`config.mk`:
```
export PLATFORM = sky130hd
export DESIGN_NAME = ocp_gate_ctrl
export DESIGN_NICKNAME = d
export VERILOG_FILES = /design/src/rtl/ocp_pkg.sv /design/src/rtl/ocp_pwm_sync.sv /design/src/rtl/ocp_thr_cmp.sv /design/src/rtl/ocp_ctrl_fsm.sv /design/src/rtl/ocp_gate_ctrl.sv
export SDC_FILE = /design/constraint.sdc
export NUM_CORES = 1
export LEC_CHECK = 0
export BUFFER_PORTS_ARGS = -buffer_cell sky130_fd_sc_hd__buf_2
export CAP_MARGIN = 30
export CORE_MARGIN = 8
export CORE_UTILIZATION = 38
export CTS_CLUSTER_SIZE = 28
export DETAILED_ROUTE_END_ITERATION = 8
export HOLD_SLACK_MARGIN = 0.15
export SYNTH_ARGS = -nofsm -noshare
export SYNTH_HDL_FRONTEND = slang
export SYNTH_SLANG_ARGS = --single-unit
```
`constraint.sdc`:
```
create_clock -name clk -period 3.7 [get_ports clk]
set_input_delay 0.185 -clock clk [delete_from_list [all_inputs] [get_ports clk]]
set_output_delay 0.185 -clock clk [all_outputs]
set_load 0.05 [all_outputs]
```
`src/rtl/ocp_pkg.sv`:
```
package ocp_pkg;

    typedef enum logic [1:0] {
        ST_WAIT_SUPPLY = 2'd0,
        ST_RUN         = 2'd1,
        ST_LATCHED     = 2'd2
    } ctrl_state_t;

endpackage

```
`src/rtl/ocp_pwm_sync.sv`:
```
module ocp_pwm_sync #(
    parameter int N_CH = 2
) (
    input  logic            clk,
    input  logic            rst_n,
    input  logic [N_CH-1:0] pwm_in,
    output logic [N_CH-1:0] lvl,
    output logic [N_CH-1:0] rise
);

    generate
        for (genvar ch = 0; ch < N_CH; ch++) begin : g_ch
            logic meta_q, sync_q, prev_q;

            always_ff @(posedge clk) begin
                if (!rst_n) begin
                    meta_q <= 1'b0;
                    sync_q <= 1'b0;
                    prev_q <= 1'b0;
                end else begin
                    meta_q <= pwm_in[ch];
                    sync_q <= meta_q;
                    prev_q <= sync_q;
                end
            end

            assign lvl[ch]  = sync_q;
            assign rise[ch] = sync_q & ~prev_q;

            // a synchronized rising edge lasts exactly one cycle
            p_rise_single_r10: assert property (@(posedge clk) disable iff (!rst_n)
                rise[ch] |=> !rise[ch]);
        end
    endgenerate

endmodule

```
`src/rtl/ocp_thr_cmp.sv`:
```
module ocp_thr_cmp #(
    parameter int CODE_W      = 10,
    parameter int OFFSET_CODE = 25,
    parameter int DFLT_CODE   = 500,
    parameter int MIN_CODE    = 250,
    parameter int MAX_CODE    = 1000
) (
    input  logic              clk,
    input  logic              rst_n,
    input  logic              thr_open,
    input  logic [CODE_W-1:0] thr_code,
    input  logic [CODE_W-1:0] sense_code,
    output logic [CODE_W-1:0] thr_eff,
    output logic              over
);

    localparam int SUM_W = CODE_W + 1;
    localparam logic [CODE_W-1:0] DFLT_V = CODE_W'(DFLT_CODE);
    localparam logic [CODE_W-1:0] MIN_V  = CODE_W'(MIN_CODE);
    localparam logic [CODE_W-1:0] MAX_V  = CODE_W'(MAX_CODE);
    localparam logic [SUM_W-1:0]  OFF_V  = SUM_W'(OFFSET_CODE);

    logic [SUM_W-1:0] sense_plus;

    always_comb begin
        if (thr_open)
            thr_eff = DFLT_V;
        else if (thr_code == '0)
            thr_eff = '0;
        else if (thr_code < MIN_V)
            thr_eff = MIN_V;
        else if (thr_code > MAX_V)
            thr_eff = MAX_V;
        else
            thr_eff = thr_code;
    end

    assign sense_plus = {1'b0, sense_code} + OFF_V;
    assign over       = sense_plus > {1'b0, thr_eff};

    // the threshold fed to the compare is zero or inside the window
    p_thr_window_r5: assert property (@(posedge clk) disable iff (!rst_n)
        (thr_eff == '0) || (thr_eff >= MIN_V && thr_eff <= MAX_V));

    // open threshold selects the default
    p_thr_default_r6: assert property (@(posedge clk) disable iff (!rst_n)
        thr_open |-> thr_eff == DFLT_V);

endmodule

```
`src/rtl/ocp_ctrl_fsm.sv`:
```
module ocp_ctrl_fsm
    import ocp_pkg::*;
#(
    parameter int N_CH = 2
) (
    input  logic            clk,
    input  logic            rst_n,
    input  logic            sup_ok,
    input  logic            over,
    input  logic [N_CH-1:0] lvl,
    input  logic [N_CH-1:0] rise,
    output logic [N_CH-1:0] gate,
    output logic            flag
);

    ctrl_state_t     state, state_n;
    logic [N_CH-1:0] arm, arm_n;

    always_comb begin
        state_n = state;
        arm_n   = arm;
        if (!sup_ok) begin
            state_n = ST_WAIT_SUPPLY;
            arm_n   = '1;
        end else begin
            unique case (state)
                ST_WAIT_SUPPLY: begin
                    if (over) begin
                        state_n = ST_LATCHED;
                        arm_n   = '0;
                    end else begin
                        state_n = ST_RUN;
                        arm_n   = '1;
                    end
                end
                ST_RUN: begin
                    if (over) begin
                        state_n = ST_LATCHED;
                        arm_n   = '0;
                    end else begin
                        arm_n = arm | rise;
                    end
                end
                ST_LATCHED: begin
                    if (!over && (|rise)) begin
                        state_n = ST_RUN;
                        arm_n   = rise;
                    end else begin
                        arm_n = '0;
                    end
                end
                default: begin
                    state_n = ST_WAIT_SUPPLY;
                    arm_n   = '0;
                end
            endcase
        end
    end

    always_ff @(posedge clk) begin
        if (!rst_n) begin
            state <= ST_WAIT_SUPPLY;
            arm   <= '0;
        end else begin
            state <= state_n;
            arm   <= arm_n;
        end
    end

    always_ff @(posedge clk) begin
        if (!rst_n) begin
            gate <= '0;
            flag <= 1'b1;
        end else begin
            gate <= (state_n == ST_RUN) ? (arm_n & lvl) : '0;
            flag <= (state_n != ST_RUN);
        end
    end

    // a fault turns every gate off and raises the flag next cycle
    p_fault_off_r4: assert property (@(posedge clk) disable iff (!rst_n)
        over |=> (flag && gate == '0));

    // fault beats a simultaneous rising edge
    p_fault_wins_r9: assert property (@(posedge clk) disable iff (!rst_n)
        (state == ST_LATCHED && over && (|rise)) |=> flag);

    // latched flag holds while no edge arrives
    p_latch_hold_r7: assert property (@(posedge clk) disable iff (!rst_n)
        (state == ST_LATCHED && !(|rise)) |=> flag);

    // a disarmed channel cannot drive its gate before its own edge
    p_rearm_r8: assert property (@(posedge clk) disable iff (!rst_n)
        (state == ST_RUN && !arm[0] && !rise[0] && sup_ok) |=> !gate[0]);

endmodule

```
`src/rtl/ocp_gate_ctrl.sv`:
```
module ocp_gate_ctrl #(
    parameter int CODE_W      = 10,
    parameter int OFFSET_CODE = 25,
    parameter int DFLT_CODE   = 500,
    parameter int MIN_CODE    = 250,
    parameter int MAX_CODE    = 1000
) (
    input  logic              clk,
    input  logic              rst_n,
    input  logic              pwm_a,
    input  logic              pwm_b,
    input  logic              vdd_ok,
    input  logic              rail_ok,
    input  logic              thr_open,
    input  logic [CODE_W-1:0] thr_code,
    input  logic [CODE_W-1:0] sense_code,
    output logic              gate_a,
    output logic              gate_b,
    output logic              limit_flag
);

    localparam int N_CH = 2;

    logic [N_CH-1:0]   lvl, rise, gate;
    logic [CODE_W-1:0] thr_eff;
    logic              over;
    logic              sup_ok;

    assign sup_ok = vdd_ok & rail_ok;

    ocp_pwm_sync #(.N_CH(N_CH)) u_sync (
        .clk    (clk),
        .rst_n  (rst_n),
        .pwm_in ({pwm_b, pwm_a}),
        .lvl    (lvl),
        .rise   (rise)
    );

    ocp_thr_cmp #(
        .CODE_W      (CODE_W),
        .OFFSET_CODE (OFFSET_CODE),
        .DFLT_CODE   (DFLT_CODE),
        .MIN_CODE    (MIN_CODE),
        .MAX_CODE    (MAX_CODE)
    ) u_cmp (
        .clk        (clk),
        .rst_n      (rst_n),
        .thr_open   (thr_open),
        .thr_code   (thr_code),
        .sense_code (sense_code),
        .thr_eff    (thr_eff),
        .over       (over)
    );

    ocp_ctrl_fsm #(.N_CH(N_CH)) u_fsm (
        .clk    (clk),
        .rst_n  (rst_n),
        .sup_ok (sup_ok),
        .over   (over),
        .lvl    (lvl),
        .rise   (rise),
        .gate   (gate),
        .flag   (limit_flag)
    );

    assign gate_a = gate[0];
    assign gate_b = gate[1];

    // supply loss forces gates off and raises the flag
    p_supply_drop_r11: assert property (@(posedge clk) disable iff (!rst_n)
        !(vdd_ok && rail_ok) |=> (limit_flag && !gate_a && !gate_b));

    // the flag is never low while a supply is bad
    p_handshake_r2: assert property (@(posedge clk) disable iff (!rst_n)
        !(vdd_ok && rail_ok) |=> limit_flag);

endmodule

```
==> qor.csv, run 1 <==
metric;value;unit
syn_nets;156;
globalplace.congestion;0.758;
yosysSeqAreaShare;26.7;%
htreeDepth;1;
powerDensity;286;nW/um^2
cp_slowest_cell;or3b_4;
core_area;2450;sq um
cts_tree;done;
ant_nets;0;
io_pins;30;
viasPerCell;5.30;
cts_setup_buffers;0;
drt_iter0_markers;51;
drc_errors;0;
n_antenna_cell;0;
yosys_warnings;0;
cts.path.max_buffers;2;
cp.arrival;2.49;ns
cpPeakStageDelay;0.41;ns
drv_slew;0;
status;finished clean;
clkTransAtPathRegs;0.07;ns
track_usage;11.3;%
hold_viol;0;
p_leak;0.000564;uW
drt_pass1_iterations;4;
insertion_delay;0.27;ns
critical_path.cell_chain;buf_2 > ha_1 > a211o_1 > nand4_1 > xnor2_1 > ha_1 > a21o_1 > a21oi_2 > or3b_4 > a21oi_4 > o211a_1;
r2r-start;u_sync.g_ch[0].sync_q$_SDFF_PN0_;
synth_area;975;sq um
grt_max_degree;11;
synth_area_per_cell;8.26;sq um
crit_end;u_fsm.gate[0]$_SDFF_PN0_;
fill_cells;260;
finalCriticalPeriod;2.28;ns
power;343;uW
overflow;0;
relSlewSlack;76.6;%
dp_hpwl;2.05;mm
grt_pass1_vias;964;
ys_seq_elements;13;
clock_sinks;13;
die_h;66.6;microns
layout_common_cells;buf_2 (29), nand2_1 (16), dfxtp_1 (13);
area_growth;23.1;%
io_buffers;29;
cp-start-kind;input pin;
synth_cell_types;32;
dr_total_vias;965;
fin_skew;0.00225;ns
finalNonFillerCells;182;
numCtsBuffers;3;
wl_per_cell;13.3;microns
cts-root-buf;clkbuf_4;
wl;2.42;mm
ir_drop;316;uV
cp.required;3.92;ns
placedCellCount;176;
setup_viol;0;
crit_top_cell;ha_1;
synth_cells;118;
grt_first_pass_wirelength;4.04;mm
setup_tns;0;ns
hold_class;in -> reg;
antenna_found_initial;0;
num_rows;18;
reg2reg_to;u_fsm.gate[0]$_SDFF_PN0_;
max_cap_viol_count;0;
fin_util;48.9;%
die_w;66.6;microns
start_util;39.7;%
reg2reg_slack;2.43;ns
final_nets;191;
cts_resized;0;
reg2regPathDepth;5;
rsz0062_at_grt;no;
drive_above_1_share;25.0;%
tightest_slew;0.351;ns
die_area;4440;sq um
cp_max_fo;4;
setup.worst_path.start;sense_code[0];
crit_path_end_kind;flip-flop;
crit_type;in -> reg;
fmax;439;MHz
post-route-period-util;61.5;%
final_common_cell;buf_2;
-- cells by family (layout without fill, tap and decap cells) --
family / after synthesis / after routing / synth area share (%)
adders and majority gates: 11 / 11 / 14.1
buffers and inverters: 4 / 38 / 1.54
and+or+nand+nor: 55 / 55 / 30.3
DFF: 13 / 13 / 26.7
AOI/OAI and AO/OA: 27 / 27 / 20.2
xor gates and xnor gates: 8 / 8 / 7.19
-- registers in the layout, summed over array words and instances, names as in the netlist --
register,count
u_fsm.arm,2
u_fsm.flag,1
u_fsm.gate,2
u_fsm.state,2
u_sync.g_ch.meta_q,2
u_sync.g_ch.prev_q,2
u_sync.g_ch.sync_q,2
-- critical path, delay by kind of cell --
family	cells	cell delay, ns
xor+xnor	1	0.14
simple gates	2	0.52
buf+inv	1	0.12
fa+ha+maj	2	0.51
compound gates	5	1.02
-- worst min-delay path by stage --
stage / startpoint / to / slack (ns) / depth (start not counted)
floorplan: rst_n / u_sync.g_ch[0].meta_q$_SDFF_PN0_ / 0.31 / 1
global placement: pwm_a / u_sync.g_ch[0].meta_q$_SDFF_PN0_ / 0.39 / 2
detailed placement: pwm_b / u_sync.g_ch[1].meta_q$_SDFF_PN0_ / 0.40 / 2
CTS: rail_ok / u_fsm.state[1]$_SDFF_PN0_ / 0.19 / 3
global route: rail_ok / u_fsm.state[1]$_SDFF_PN0_ / 0.20 / 3
finish: rail_ok / u_fsm.state[1]$_SDFF_PN0_ / 0.20 / 3
-- through the flow --
stage                     hold slack [ns]  area [sq um]  setup slack [ns]
after global routing                0.205          1200              1.26
final                               0.196          1200              1.42
after global placement              0.392          1150              1.21
after detailed placement            0.396          1150              1.14
after floorplan                     0.307           975              1.45
after CTS                           0.189          1200              1.41
-- final cells by class --
cell class	count	area (sq um)	share of cell area, %
multi-input cells	101	699	58.3
flip-flops and latches	13	260	21.7
repair buffers	31	165	13.8
well taps	30	37.5	3.13
clock buffers	4	26.3	2.19
inverters	3	11.3	0.938
-- cells in the mapped netlist --
| library cell | instances | share of area [%] |
|---|---|---|
| a21oi_4 | 1 | 1.7 |
| o211a_1 | 2 | 2.1 |
| and2_1 | 10 | 6.4 |
| a31oi_1 | 2 | 1.3 |
| nand3_1 | 3 | 1.5 |
| a21o_1 | 1 | 0.77 |
| nand2_1 | 16 | 6.2 |
| xnor2_1 | 4 | 3.6 |
| o22ai_1 | 2 | 1.3 |
| a211o_1 | 1 | 0.90 |
| nand2b_1 | 1 | 0.64 |
| clkbuf_1 | 1 | 0.38 |
| and4b_1 | 1 | 1.0 |
| o21ai_0 | 1 | 0.51 |
| nand4_1 | 5 | 3.2 |
| or2_2 | 3 | 1.9 |
| nor2b_1 | 3 | 1.9 |
| a21oi_1 | 10 | 5.1 |
| o2111ai_1 | 2 | 1.8 |
| xor2_1 | 4 | 3.6 |
| o221ai_1 | 1 | 0.90 |
| nor3_1 | 3 | 1.5 |
| o31a_1 | 1 | 0.90 |
| a41o_1 | 2 | 2.1 |
| and3_1 | 2 | 1.3 |
| dfxtp_1 | 13 | 27 |
| nor2_1 | 5 | 1.9 |
| ha_1 | 11 | 14 |
| a21oi_2 | 1 | 0.90 |
| or3b_4 | 1 | 1.2 |
| nand3b_1 | 2 | 1.5 |
| inv_1 | 3 | 1.2 |
-- power by group --
group / leakage [uW] / internal [uW] / switching [uW]
logic: 0.000442 / 49.9 / 58.6
clock network: 0.0000150 / 41.7 / 42.3
registers: 0.000107 / 147 / 2.94
-- layer usage --
layer | wire length [microns] | vias up | global-route usage [%]
li1 | - | 504 | -
met1 | 1140 | 423 | 14.2
met2 | 1050 | 36 | 17.4
met3 | 206 | 2 | 4.70
met4 | 18 | 0 | 2.40
met5 | 0 | - | 0
-- timing repair --
| action | in CTS | in global routing |
|---|---|---|
| endpoints found under the hold margin | 2 | 0 |
| setup endpoints to repair | 0 | 0 |
| hold buffers | 2 | 0 |
No activity file was read; power rests on OpenSTA's default activity.
==> run 2, diff against run 1 <==
--- a/config.mk
+++ b/config.mk
@@ -5,6 +5,7 @@
 export SDC_FILE = /design/constraint.sdc
 export NUM_CORES = 1
 export LEC_CHECK = 0
+export ABC_AREA = 1
 export BUFFER_PORTS_ARGS = -buffer_cell sky130_fd_sc_hd__buf_2
 export CAP_MARGIN = 30
 export CORE_MARGIN = 8
==> constraint.sdc (replaced) <==
create_clock -name clk -period 1.95 [get_ports clk]
set_input_delay 0.0975 -clock clk [delete_from_list [all_inputs] [get_ports clk]]
set_output_delay 0.0975 -clock clk [all_outputs]
set_load 0.05 [all_outputs]
==> run 2 against run 1 <==
Routed wire length rose by 6.4%. Setup slack worse by 1.3 ns. Clock skew down 0.0011 ns. Die area grew 10%. Clock power rose by 88%. Area after synthesis is 13% higher. Combinational power increased by 140%. Global-route usage decreased by 0.77 points. Final area rose by 27%. Total power up 100%. Highest routed layer unchanged.
==> qor.csv, run 2 <==
metric;value;unit
status;finished clean;
insertion_delay;0.27;ns
post-route-period-util;91.4;%
synthAdderAreaFrac;12.5;%
numCtsBuffers;3;
drt_iter0_markers;60;
placedCellCount;244;
fill_cells;272;
async_flop_share;0;%
yosys_warnings;0;
cp.arrival;1.97;ns
ys.flop_type;dfxtp_1;
clkTransAtPathRegs;0.07;ns
dr_total_vias;1179;
core_area;2760;sq um
fin_skew;0.00117;ns
drt_pass1_iterations;4;
antenna_found_initial;0;
tightest_slew;0.253;ns
ys_top_cells_by_area;dfxtp_1 (24%), nand2_1 (16%), ha_1 (12%);
grt_pass1_vias;1175;
synth_cell_types;26;
pre_cts_ws;-0.149;ns
max_cap_viol_count;0;
syn_nets;213;
overflow;0;
fmax;561;MHz
synth_compound_area_share;6.57;%
drv_slew;0;
synth_common_cells;nand2_1 (47), inv_1 (28), nor2_1 (24);
globalplace.congestion;0.853;
die_h;69.9;microns
fin_area;1530;sq um
synth_edf_count;0;
synth_area_per_cell;6.31;sq um
num_rows;19;
drc_errors;0;
p_leak;0.000859;uW
ant_nets;0;
grt_first_pass_wirelength;4.49;mm
crit_type;in -> reg;
cp_max_fo;5;
synthMuxAreaShare;0;%
start_util;40.1;%
finalCriticalPeriod;1.78;ns
cp-start-kind;input pin;
ir_drop;376;uV
synth_xor_area_share;4.76;%
drive_above_1_share;33.0;%
final_common_cell;nand2_1;
fin_util;55.4;%
cts_tree;done;
place_area;1360;sq um
cts-root-buf;clkbuf_4;
hold_viol;0;
grt_max_degree;9;
layout_common_cells;nand2_1 (43), buf_2 (27), inv_1 (26);
io_pins;30;
hold_class;in -> reg;
clock_sinks;13;
io_buffers;29;
final_nets;263;
synth_cells;175;
finalNonFillerCells;255;
cp.required;2.14;ns
wl_per_cell;10.1;microns
wl;2.58;mm
ys_seq_elements;13;
yosysTopAreaCellShare;23.6;%
die_w;69.9;microns
track_usage;10.5;%
setup_viol;0;
crit_path_end_kind;flip-flop;
worst_slack;0.168;ns
synth_top_cell_by_area;dfxtp_1;
post-synth-top-count-cell;nand2_1;
yosysSeqAreaShare;23.6;%
dp_hpwl;2.11;mm
viasPerCell;4.62;
htreeDepth;1;
powerDensity;455;nW/um^2
hold-worst-slack;0.168;ns
synth-simple-area-share;41.0;%
relSlewSlack;83.1;%
synth_area;1100;sq um
die_area;4890;sq um
synth_top_family_by_area;simple AND/OR/NAND/NOR gates;
cts.path.max_buffers;2;
area_growth;38.4;%
n_antenna_cell;0;
run 2: through the flow:
stage / power [uW] / setup TNS [ns]
CTS: 679 / 0
floorplan: 429 / 0
detailed placement: 509 / -0.669
global route: 754 / -0.0986
finish: 695 / 0
global placement: 506 / -0.556
run 2: final cells by class:
cell class                 count  area, sq um  share of cell area [%]
sequential                    13          260                    17.0
inverter                      32          123                    8.02
clock buffer                   4         26.3                    1.72
multi-input combinational    128          776                    50.7
timing repair buffer          47          305                    20.0
tap                           31         38.8                    2.54
run 2: cell families after synthesis:
kind of cell               count (synthesis)
buffers and inverters                     34
AOI/OAI and AO/OA                         11
and+or+nand+nor                          100
DFF                                       13
xor gates and xnor gates                   6
adders and majority gates                 11
run 2: worst paths after layout:
check | slack, ns | cells past startpoint | from | to
hold reg to reg | 0.43 | 2 | u_sync.g_ch[0].meta_q$_SDFF_PN0_ | u_sync.g_ch[0].sync_q$_SDFF_PN0_
hold / removal | 0.17 | 4 | rail_ok | u_fsm.arm[0]$_SDFF_PN0_
setup / recovery | 0.17 | 19 | thr_code[4] | u_fsm.arm[1]$_SDFF_PN0_
setup reg to reg | 0.97 | 6 | u_fsm.state[1]$_SDFF_PN0_ | u_fsm.gate[0]$_SDFF_PN0_
run 2: worst max-delay path: stages:
cell and delay [ns]:
buf_2 0.12, nor2_1 0.11, nand3_1 0.09, nor2_1 0.19, nor2_4 0.07, inv_2 0.06
nand2_1 0.05, nand2_1 0.08, a21oi_2 0.05, ha_1 0.30, nand2_1 0.07, nand2_1 0.04
a21oi_1 0.13, nand2_1 0.06, nand2_1 0.07, nand2_2 0.06, nand2_4 0.08, nand2_2 0.06
a21oi_1 0.16
run 2: metal layers:
| metal | GRT usage [%] | wire, microns | vias up |
|---|---|---|---|
| met1 | 12.6 | 1230 | 510 |
| met2 | 17.9 | 1250 | 25 |
| met3 | 2.26 | 78 | 2 |
| met5 | 0 | 0 | - |
| li1 | - | - | 642 |
| met4 | 3.79 | 21 | 0 |
run 2: power by group:
| group | switching, uW | total (uW) | internal, uW |
|---|---|---|---|
| clock network | 79.3 | 158 | 79.2 |
| logic | 137 | 256 | 119 |
| registers | 4.24 | 281 | 276 |
| total | 220 | 695 | 475 |
run 2: timing repair:
action / in CTS / in global routing
endpoints found under the setup margin: 0 / 7
hold endpoints to repair: 7 / 0
hold buffers: 5 / 0
resized for setup: 0 / 17
setup buffers: 0 / 2
==> run 3, diff against run 2 <==
--- a/config.mk
+++ b/config.mk
@@ -8,11 +8,15 @@
 export ABC_AREA = 1
 export BUFFER_PORTS_ARGS = -buffer_cell sky130_fd_sc_hd__buf_2
 export CAP_MARGIN = 30
+export CELL_PAD_IN_SITES_DETAIL_PLACEMENT = 1
+export CELL_PAD_IN_SITES_GLOBAL_PLACEMENT = 2
+export CORE_ASPECT_RATIO = 0.8
 export CORE_MARGIN = 8
-export CORE_UTILIZATION = 38
+export CORE_UTILIZATION = 24
 export CTS_CLUSTER_SIZE = 28
 export DETAILED_ROUTE_END_ITERATION = 8
 export HOLD_SLACK_MARGIN = 0.15
+export PLACE_DENSITY_LB_ADDON = 0.1
 export SYNTH_ARGS = -nofsm -noshare
 export SYNTH_HDL_FRONTEND = slang
 export SYNTH_SLANG_ARGS = --single-unit
==> run 3 against run 2 <==
Clock power rose by 49%. Clock-buffer cell count did not move. Setup slack got worse by 0.11 ns. Final area rose by 10%. Worst hold slack improved by 0.054 ns. Flip-flop and latch count did not move. Critical endpoint is now u_fsm.gate[0]$_SDFF_PN0_. Largest cell class unchanged. Largest power group is now combinational cells.
==> qor.csv, run 3 (synthesis gave the netlist of run 2 again) <==
metric;value;unit
num_rows;22;
die_area;7040;sq um
die_w;91.9;microns
core_area;4510;sq um
globalplace.congestion;0.801;
power.switching;251;uW
clock_sinks;13;
setup_viol;0;
drt_iter0_markers;22;
hold_class;in -> reg;
dp_hpwl;2.84;mm
placedCellCount;281;
io_buffers;29;
finalCriticalPeriod;1.89;ns
hold_viol;0;
grt_pass1_vias;1277;
overflow;0;
htreeDepth;1;
cts_tree;done;
numCtsBuffers;3;
power_frac_seq;34.7;%
insertion_delay;0.24;ns
max_cap_viol_count;0;
dr_total_vias;1233;
status;finished clean;
p_clk_share;29.0;%
cp-start-kind;input pin;
finalNonFillerCells;293;
io_pins;30;
ant_nets;0;
grt_max_degree;9;
internal_power;560;uW
worst_slack;0.0615;ns
cp.arrival;2.02;ns
viasPerCell;4.21;
reg2regPathDepth;9;
clkTransAtPathRegs;0.05;ns
grt_first_pass_wirelength;5.55;mm
tightest_slew;0.253;ns
cts-root-buf;clkbuf_8;
n_antenna_cell;0;
cts.path.max_buffers;2;
final_common_cell;nand2_1;
rsz0062_at_grt;yes;
p_leak;0.000920;uW
powerDensity;480;nW/um^2
start_util;24.5;%
post-route-period-util;96.8;%
crit_type;in -> reg;
fin_skew;0.00382;ns
layout_common_cells;nand2_1 (43), buf_2 (26), inv_1 (25);
cp_max_fo;5;
drv_slew;0;
power;811;uW
drive_above_1_share;38.6;%
combPwrFrac;36.4;%
relSlewSlack;83.3;%
ir_drop;299;uV
fmax;530;MHz
final_nets;272;
area_growth;52.9;%
hold_path_depth;4;
antenna_found_initial;0;
pre_cts_ws;-0.196;ns
multi_input_area;806;sq um
wl;3.33;mm
drt_pass1_iterations;4;
fill_cells;596;
track_usage;9.29;%
power_switching_share;30.9;%
wl_per_cell;11.4;microns
die_h;76.7;microns
final-seq-area;260;sq um
crit_path_end_kind;flip-flop;
drc_errors;0;
cp.required;2.08;ns
run 3: cell types whose count changed in the layout (fill, tap and decap cells not counted), moves of 2 or more:
cell / delta
nand2_4: +2
clkbuf_8: +3
nand3_2: +2
nor2_1: -2
buf_4: +10
nand2_2: -2
clkbuf_4: -3
nor2_2: +2
nand3_1: -2
run 3: worst paths after layout:
| check | slack [ns] | startpoint | endpoint |
|---|---|---|---|
| max | 0.06 | thr_code[6] | u_fsm.gate[0]$_SDFF_PN0_ |
| max reg2reg | 0.92 | u_fsm.state[1]$_SDFF_PN0_ | u_fsm.gate[1]$_SDFF_PN0_ |
| min | 0.22 | rail_ok | u_fsm.arm[0]$_SDFF_PN0_ |
| min reg2reg | 0.41 | u_sync.g_ch[1].meta_q$_SDFF_PN0_ | u_sync.g_ch[1].sync_q$_SDFF_PN0_ |
run 3: through the flow:
| stage | TNS [ns] | cell area [sq um] | hold slack (ns) | util (%) |
|---|---|---|---|---|
| 2_1_floorplan | 0 | 1100 | 0.195 | - |
| 3_3_place_gp | -0.446 | 1460 | 0.277 | 32.3 |
| 3_5_place_dp | -0.944 | 1460 | 0.283 | 32.3 |
| 4_1_cts | 0 | 1540 | 0.210 | 34.2 |
| 5_1_grt | -0.277 | 1690 | 0.248 | 37.4 |
| 6_report | 0 | 1690 | 0.222 | 37.4 |
run 3: critical path, stage by stage:
cell and delay (ns):
buf_8 0.10, nand2_4 0.05, o21bai_1 0.10, nor2_1 0.06
nand2_1 0.07, nand2_2 0.09, buf_6 0.13, buf_4 0.12
o21ai_1 0.07, nand2_1 0.12, ha_4 0.29, nand3_2 0.08
nand2_1 0.07, nand2_1 0.05, nand2_1 0.06, nand2_1 0.06
nand2_2 0.08, nand2_4 0.08, a21oi_2 0.16, nor2_1 0.07
run 3: cell type report:
type | instances | share of cell area, %
inverters | 32 | 7.26
repair buffers | 56 | 22.5
multi-input cells | 128 | 47.7
well taps | 60 | 4.44
flip-flops and latches | 13 | 15.4
clock buffers | 4 | 2.67
run 3: power by group through the flow:
stage | clock, uW | combinational [uW] | sequential, uW
final | 235 | 295 | 281
after CTS | 243 | 250 | 281
after global routing | 256 | 331 | 282
after floorplan | 0 | 139 | 290
after detailed placement | 0 | 243 | 287
after global placement | 0 | 234 | 287
run 3: per-layer routing:
metal / GRT usage [%] / share of wire, %
met3: 3.40 / 5.9
met5: 0 / 0
met4: 1.44 / 0.42
met1: 12.6 / 51
met2: 13.8 / 42
run 3: what timing repair did:
action / in CTS / in global routing
hold buffers: 4 / 0
endpoints found under the hold margin: 3 / 0
endpoints found under the setup margin: 0 / 7
setup buffers: 0 / 4
resized for setup: 0 / 29
